`config.mk`:
```
export PLATFORM = sky130hd
export DESIGN_NAME = eeprom_wr_front
export DESIGN_NICKNAME = d
export VERILOG_FILES = /design/src/rtl/eeprom_wr_front.sv
export SDC_FILE = /design/constraint.sdc
export NUM_CORES = 1
export LEC_CHECK = 0
export ABC_CLOCK_PERIOD_IN_PS = 4810
export BUFFER_PORTS_ARGS = -buffer_cell sky130_fd_sc_hd__buf_2
export CAP_MARGIN = 20
export CORE_MARGIN = 5
export CORE_UTILIZATION = 37
export DETAILED_ROUTE_END_ITERATION = 7
export SLEW_MARGIN = 30
export SYNTH_ARGS = -nofsm -noshare
export SYNTH_HDL_FRONTEND = slang
export SYNTH_SLANG_ARGS = --single-unit
```
`constraint.sdc`:
```
create_clock -name clk -period 4.81 [get_ports clk]
set_input_delay 0.2405 -clock clk [delete_from_list [all_inputs] [get_ports clk]]
set_output_delay 0.2405 -clock clk [all_outputs]
set_load 0.05 [all_outputs]
```
`src/rtl/eeprom_wr_front.sv`:
```
module eeprom_wr_front #(
  parameter logic [3:0] DEV_CODE = 4'b1010
) (
  input  logic       clk,
  input  logic       rst_n,
  input  logic       scl,
  input  logic       sda,
  input  logic       wp,
  input  logic [1:0] chip_sel,
  input  logic       engine_busy,
  output logic       sda_pull,
  output logic [8:0] page,
  output logic [7:0] offset,
  output logic [7:0] data,
  output logic       load,
  output logic       commit
);
  typedef enum logic [2:0] {S_IDLE, S_DEV, S_AHI, S_ALO, S_DATA, S_SKIP} st_t;

  st_t        state;
  logic       scl_r, sda_r, in_ack, a16, wp_lat, have_data;
  logic [3:0] bitcnt;
  logic [7:0] shreg, ahi, ptr;

  wire scl_rise  = scl & ~scl_r;
  wire scl_fall  = ~scl & scl_r;
  wire start_c   = scl & scl_r & sda_r & ~sda;
  wire stop_c    = scl & scl_r & ~sda_r & sda;
  wire byte_done = scl_fall && !in_ack && bitcnt == 4'd8;
  wire dev_match = shreg[7:4] == DEV_CODE && shreg[3:2] == chip_sel && !engine_busy;

  always_ff @(posedge clk) begin
    if (!rst_n) begin
      state <= S_IDLE; scl_r <= 1'b1; sda_r <= 1'b1; in_ack <= 1'b0;
      bitcnt <= '0; shreg <= '0; ahi <= '0; ptr <= '0; a16 <= 1'b0;
      wp_lat <= 1'b0; have_data <= 1'b0; sda_pull <= 1'b0;
      page <= '0; offset <= '0; data <= '0; load <= 1'b0; commit <= 1'b0;
    end else begin
      scl_r  <= scl;
      sda_r  <= sda;
      load   <= 1'b0;
      commit <= 1'b0;
      if (start_c) begin
        state <= S_DEV; bitcnt <= '0; in_ack <= 1'b0; sda_pull <= 1'b0;
        have_data <= 1'b0; wp_lat <= 1'b0;
      end else if (stop_c) begin
        commit <= have_data && state == S_DATA;
        state <= S_IDLE; in_ack <= 1'b0; sda_pull <= 1'b0; have_data <= 1'b0;
      end else if (state != S_IDLE) begin
        if (scl_rise && !in_ack && bitcnt != 4'd8) begin
          shreg  <= {shreg[6:0], sda};
          bitcnt <= bitcnt + 4'd1;
        end
        if (byte_done) begin
          in_ack <= 1'b1;
          case (state)
            S_DEV: begin
              if (dev_match) begin
                sda_pull <= 1'b1;
                if (shreg[0]) state <= S_SKIP;
                else begin a16 <= shreg[1]; state <= S_AHI; end
              end else state <= S_SKIP;
            end
            S_AHI: begin sda_pull <= 1'b1; ahi <= shreg; state <= S_ALO; end
            S_ALO: begin
              sda_pull <= 1'b1; ptr <= shreg; page <= {a16, ahi}; state <= S_DATA;
            end
            S_DATA: begin
              if (!have_data && wp_lat) state <= S_SKIP;
              else begin
                sda_pull <= 1'b1; data <= shreg; offset <= ptr;
                ptr <= ptr + 8'd1; load <= 1'b1; have_data <= 1'b1;
              end
            end
            default: sda_pull <= 1'b0;
          endcase
        end else if (scl_fall && in_ack) begin
          in_ack <= 1'b0; sda_pull <= 1'b0; bitcnt <= '0;
          if (state == S_DATA && !have_data) wp_lat <= wp;
        end
      end
    end
  end
endmodule


```
Yosys cells after proc, flatten, opt, wreduce, memory -nomap -nowiden
Index checks and enable logic that the tools add are counted.
- word-level logic and storage cells: 110
- output and inout port bits: 28
- bits of input ports: 8
- register bits: 65
- bitwise gates (word level): 19
- mux-type cells: 20
- reductions and logical operators: 38
- equal/unequal tests: 13
- add/subtract/negate cells: 2
- operators with widths (cell ; count):
    AND reduction 4 bit ; 5
    one-hot mux 8 bit (2 select lines) ; 1
    AND reduction 5 bit ; 3
    2-to-1 mux 4 bit ; 3
    inverter 1 bit ; 12
    one-hot mux 3 bit (4 select lines) ; 1
    AND reduction 6 bit ; 2
    logical AND 1 bit ; 10
    2-to-1 mux 1 bit ; 10
    2-to-1 mux 3 bit ; 3
    nonzero test 3 bit ; 3
    adder 8 x 1 -> 8 bit (second input constant) ; 1
    == test 4 bit (second input constant) ; 2
    2-to-1 mux 8 bit ; 1
    bitwise AND 1 bit ; 7
    AND reduction 7 bit ; 1
    == test 3 x 2 -> 1 bit (second input constant) ; 2
    != test 3 bit (second input constant) ; 2
    nonzero test 6 bit ; 1
    OR reduction 3 bit ; 2
    OR reduction 6 bit ; 1
    adder 4 x 1 -> 4 bit (second input constant) ; 1
    != test 4 x 3 -> 1 bit (second input constant) ; 1
    != test 4 bit (second input constant) ; 1
    11 further kinds ; 16

Depth between registers and ports, before layout
- depth in word-level cells: 9
- gate-level depth with buffers: 9
- gate-level depth less buffers: 6

Least setup slack after synthesis
No wires, ideal clock.
- path kind: flip-flop to flip-flop
- start point: reg bitcnt[0]
- end point: reg bitcnt[3]
- period minus slack after synthesis: 1936 ps
- setup time: 70 ps
- buffers on the path: 1
- cell stages (with the launch flop): 8
- data arrival time: 1866 ps
- data required time: 4740 ps
- path slack: 2874 ps
- cells stage by stage: dfxtp_1 -> inv_1 -> ha_1 -> and3b_1 -> or4_1 -> buf_2 -> or3_1 -> a21oi_1
- word-level cells in the longest chain between the ends: 5
- elaborated cells between the ends (all ways): 8
- classes of those cells: add/sub (1); eq/ne (2); mux (3); reduce/logical (2)
- ends and longest elaborated chain (what ; RTL line ; RTL):
    from (decl) ; 22 ; logic [3:0] bitcnt;
    from (signal assigned) ; 52 ; bitcnt <= bitcnt + 4'd1;
    parallel branches: the longest is 4 deep, another holds adder 4 x 1 -> 4 bit ; n/a ;
    2-to-1 mux 4 bit (*) ; 54 ; if (byte_done) begin
Every way passes the cells marked *.
A chain may end at the register's enable or synchronous reset.

Final worst setup path
Ends and elaborated chain as after synthesis.

==> run_results.csv <==
group,metric,value,unit
run_status,status,"complete, no violations",
floorplan,num_rows,32,
timing,period_share,0.4881,
cts,cts_root_buffer,"clkbuf_8",
grt,grt_use_met2,0.2356,
cts,cts_repair_resize_count,0,
floorplan,coreArea,7647,sq um
synth,synthFlopType,"dfxtp_1",
min_path,min_path_cells,3,
worst_setup_path,crit_slowest_cell,"or4_1",
synth,yosysMostFrequentCell,"dfxtp_1",
min_path,hp-start,"wp",
routing,first_pass_iters,4,
worst_setup_path,cp_top_family,"simple AND/OR/NAND/NOR gates",
min_path,worstHoldPathType,"input pin to flip-flop",
timing,worst_slew_pin_slew,0.8122,ns
cts,cts.sinks,65,
grt,antenna_found_initial,0,
timing,final-setup-viol-count,0,
timing,finalMaxSlewViolations,0,
synth,synth_warnings,0,
timing,setup_tns,0,ns
finish,final_nets,365,
synth,synth_seq_area_share,0.4520,
routing,wire_per_inst,14.94,um
timing,skew,0.01049,ns
placed_design,gp_congestion,0.8700,
finish,finish.instance_area,3324,sq um
routing,ant_nets,0,
grt,grt_busiest_layer,"met2",
power_and_ir_drop,internal_power,0.0008559,W
grt,grt_pass1_wl,11560,um
worst_setup_path,crit_chain,"inv_1 > ha_1 > and3b_1 > or4_1 > or3_1 > a21oi_1",
run,cap_violations,0,
floorplan,io_pins,36,
timing,period_minus_slack,2.348,ns
finish,areaGrowthSynthToFinish,15.47,%
placed_design,place_hpwl,4713,um
placed_design,placed_cell_area,3097,sq um
finish,n_fill_cell,758,
worst_setup_path,slowest_delay,0.74,ns
grt,grt_pass1_vias,2346,
worst_setup_path,end_kind,"flip-flop",
synth,synth_area_leader_cell,"dfxtp_1",
synth,syn_inst,328,
synth,syn-num-nets,339,
floorplan,die_w,98.21,um
placed_design,portBuffers,35,
cts,tritoncts.num_buffers,9,
cts,post-cts-setup-buffer-count,0,
synth,netlist_top_cells_count,"dfxtp_1 (65), nand2_1 (45), nor2_1 (36), a21oi_1 (29), mux2i_1 (28)",
cts,cts_tree,"done",
timing,fmaxAchievable,425.9,MHz
synth,synth_top_area_frac,0.4520,
floorplan,initial_utilization,0.3765,
worst_setup_path,worstPathRequired,5.09,ns
grt,grt_max_degree,29,
grt,grt_use_total,0.1481,
floorplan,die-area,9645,sq um
worst_setup_path,rr_startpoint,"bitcnt[0]$_SDFFE_PP0P_",
routing,viasPerCell,5.291,
power_and_ir_drop,swShare,0.2213,
floorplan,die_y,98.21,um
routing,drc,0,
worst_setup_path,r2r_setup_slack,2.46,ns
grt,grt-ovfl-total,0,
power_and_ir_drop,power_density,330.6,nW/um^2
worst_setup_path,arrival,2.63,ns
timing,rsz0062_at_grt,"false",
routing,wirelength,6887,um
cts,insertion_delay,0.35,ns
timing,holdWs,0.1550,ns
finish,drive_gt1_frac,0.1727,
synth,yosys-top-cells-area,"dfxtp_1 (45%), mux2i_1 (9.7%), nand2_1 (5.9%)",
synth,ys_types,48,
routing,drtIter0Drc,117,
min_path,whs_endpoint,"wp_lat$_SDFFE_PP0P_",
synth,synth_edf_count,0,
synth,yosys_register_bits,65,
timing,hold_viol,0,
synth,avgSynthCellArea,8.777,sq um
power_and_ir_drop,ir_drop,0.1411,mV
cts,cts_max_path_buffers,2,
worst_setup_path,r2r-end,"bitcnt[3]$_SDFFE_PP0P_",
power_and_ir_drop,p_seq_frac,0.493,
worst_setup_path,path_class,"flip-flop to flip-flop",
synth,netlist_area,2879,sq um
timing,slew_headroom,0.4541,
worst_setup_path,cp.buffers_inverters,1,
power_and_ir_drop,switchingPower,0.0002433,W
grt,met3_usage,0.03643,
power_and_ir_drop,p_comb_frac,0.027,
worst_setup_path,start_kind,"flip-flop",
finish,num_antenna_cells,0,
power_and_ir_drop,p_clk_frac,0.480,
worst_setup_path,rr_worst_depth,6,
synth,async_flop_share,0,
routing,vias,2439,
power_and_ir_drop,p_leak,1.359,nW
cts,cts.clk_slew.worst_paths,0.08,ns
cts,htreeDepth,3,
cts,ctsHoldBuffers,0,
worst_setup_path,crit_fanout,11,
grt,met1_usage,0.1934,
## stage by stage
step                      total power [W]  utilization  worst slack [ns]  instances
after CTS                        0.001113       0.4347             2.466        461
after global placement          0.0005845       0.4040             2.504        444
after global routing             0.001143       0.4347             2.268        461
final                            0.001099       0.4347             2.462        461
after detailed placement        0.0005845       0.4049             2.493        445
after floorplan                 0.0005743            -             2.874        328
## state kept, by name (all words and copies together) (netlist names)
signal,cells
page,9
data,8
bitcnt,4
ahi,8
ptr,8
state,3
scl_r,1
in_ack,1
offset,8
shreg,8
a16,1
sda_pull,1
commit,1
have_data,1
wp_lat,1
load,1
sda_r,1
## final cells by class
class,count,area (sq um),share of cell area
inverter,7,26.28,0.007904
sequential,65,1301,0.3914
multi-input combinational,234,1451,0.4366
tap,102,127.6,0.03839
timing repair buffer,37,190.2,0.05721
clock inverter,6,90.09,0.02710
clock buffer,10,137.6,0.04140
## worst max-delay path by stage
stage	slack [ns]	startpoint	cells after the start	to
floorplan	2.87	bitcnt[0]$_SDFFE_PP0P_	7	bitcnt[3]$_SDFFE_PP0P_
global placement	2.50	bitcnt[0]$_SDFFE_PP0P_	6	bitcnt[3]$_SDFFE_PP0P_
detailed placement	2.49	bitcnt[0]$_SDFFE_PP0P_	6	bitcnt[3]$_SDFFE_PP0P_
CTS	2.47	bitcnt[0]$_SDFFE_PP0P_	6	bitcnt[3]$_SDFFE_PP0P_
global route	2.27	bitcnt[0]$_SDFFE_PP0P_	6	bitcnt[3]$_SDFFE_PP0P_
finish	2.46	bitcnt[0]$_SDFFE_PP0P_	6	bitcnt[3]$_SDFFE_PP0P_
## per-layer routing
metal	wire length [um]	part of all wire	up-vias
met5	0	0	-
li1	-	-	1223
met2	3274	0.48	51
met1	3206	0.47	1157
met4	89	0.013	0
met3	317	0.046	8
## cell families after synthesis
kind of cell / share of synthesized area
AOI/OAI and AO/OA: 0.1491
xor gates and xnor gates: 0.01521
adders and majority gates: 0.01304
buffers and inverters: 0.04389
DFF: 0.4520
muxes: 0.09735
and+or+nand+nor: 0.2295
## power by group through the flow
stage,clock network (W),registers (W),logic (W)
global route,0.000568,0.000542,0.0000325
detailed placement,0,0.000555,0.0000300
floorplan,0,0.000553,0.0000213
CTS,0.000541,0.000542,0.0000300
global placement,0,0.000554,0.0000300
finish,0.000528,0.000542,0.0000296
## worst reg2reg max path, stage by stage, from the launching register on
cell	delay [ns]
dfxtp_1	0.41
inv_1	0.06
ha_1	0.21
and3b_1	0.30
or4_1	0.74
or3_1	0.42
a21oi_1	0.14
## layout by cell type (no fill, tap or decap), drive strengths merged, types with 2 or more instances in the layout
cell     instances
a2111oi          2
a211o            4
a21oi           29
a22oi            2
a31o             4
and3b            2
and4             2
buf             37
bufinv           2
clkbuf          10
clkinv           3
dfxtp           65
ha               3
inv              7
mux2i           28
nand2           45
nand2b           5
nand3            7
nand4            8
nor2            36
nor3             3
nor3b            3
nor4             4
o211ai           3
o21a             2
o21ai            7
o311ai           3
o31ai            2
o41ai            3
or3              6
or4              3
or4b             2
xnor2            3
xor2             2
No activity file was read; power rests on OpenSTA's default activity.
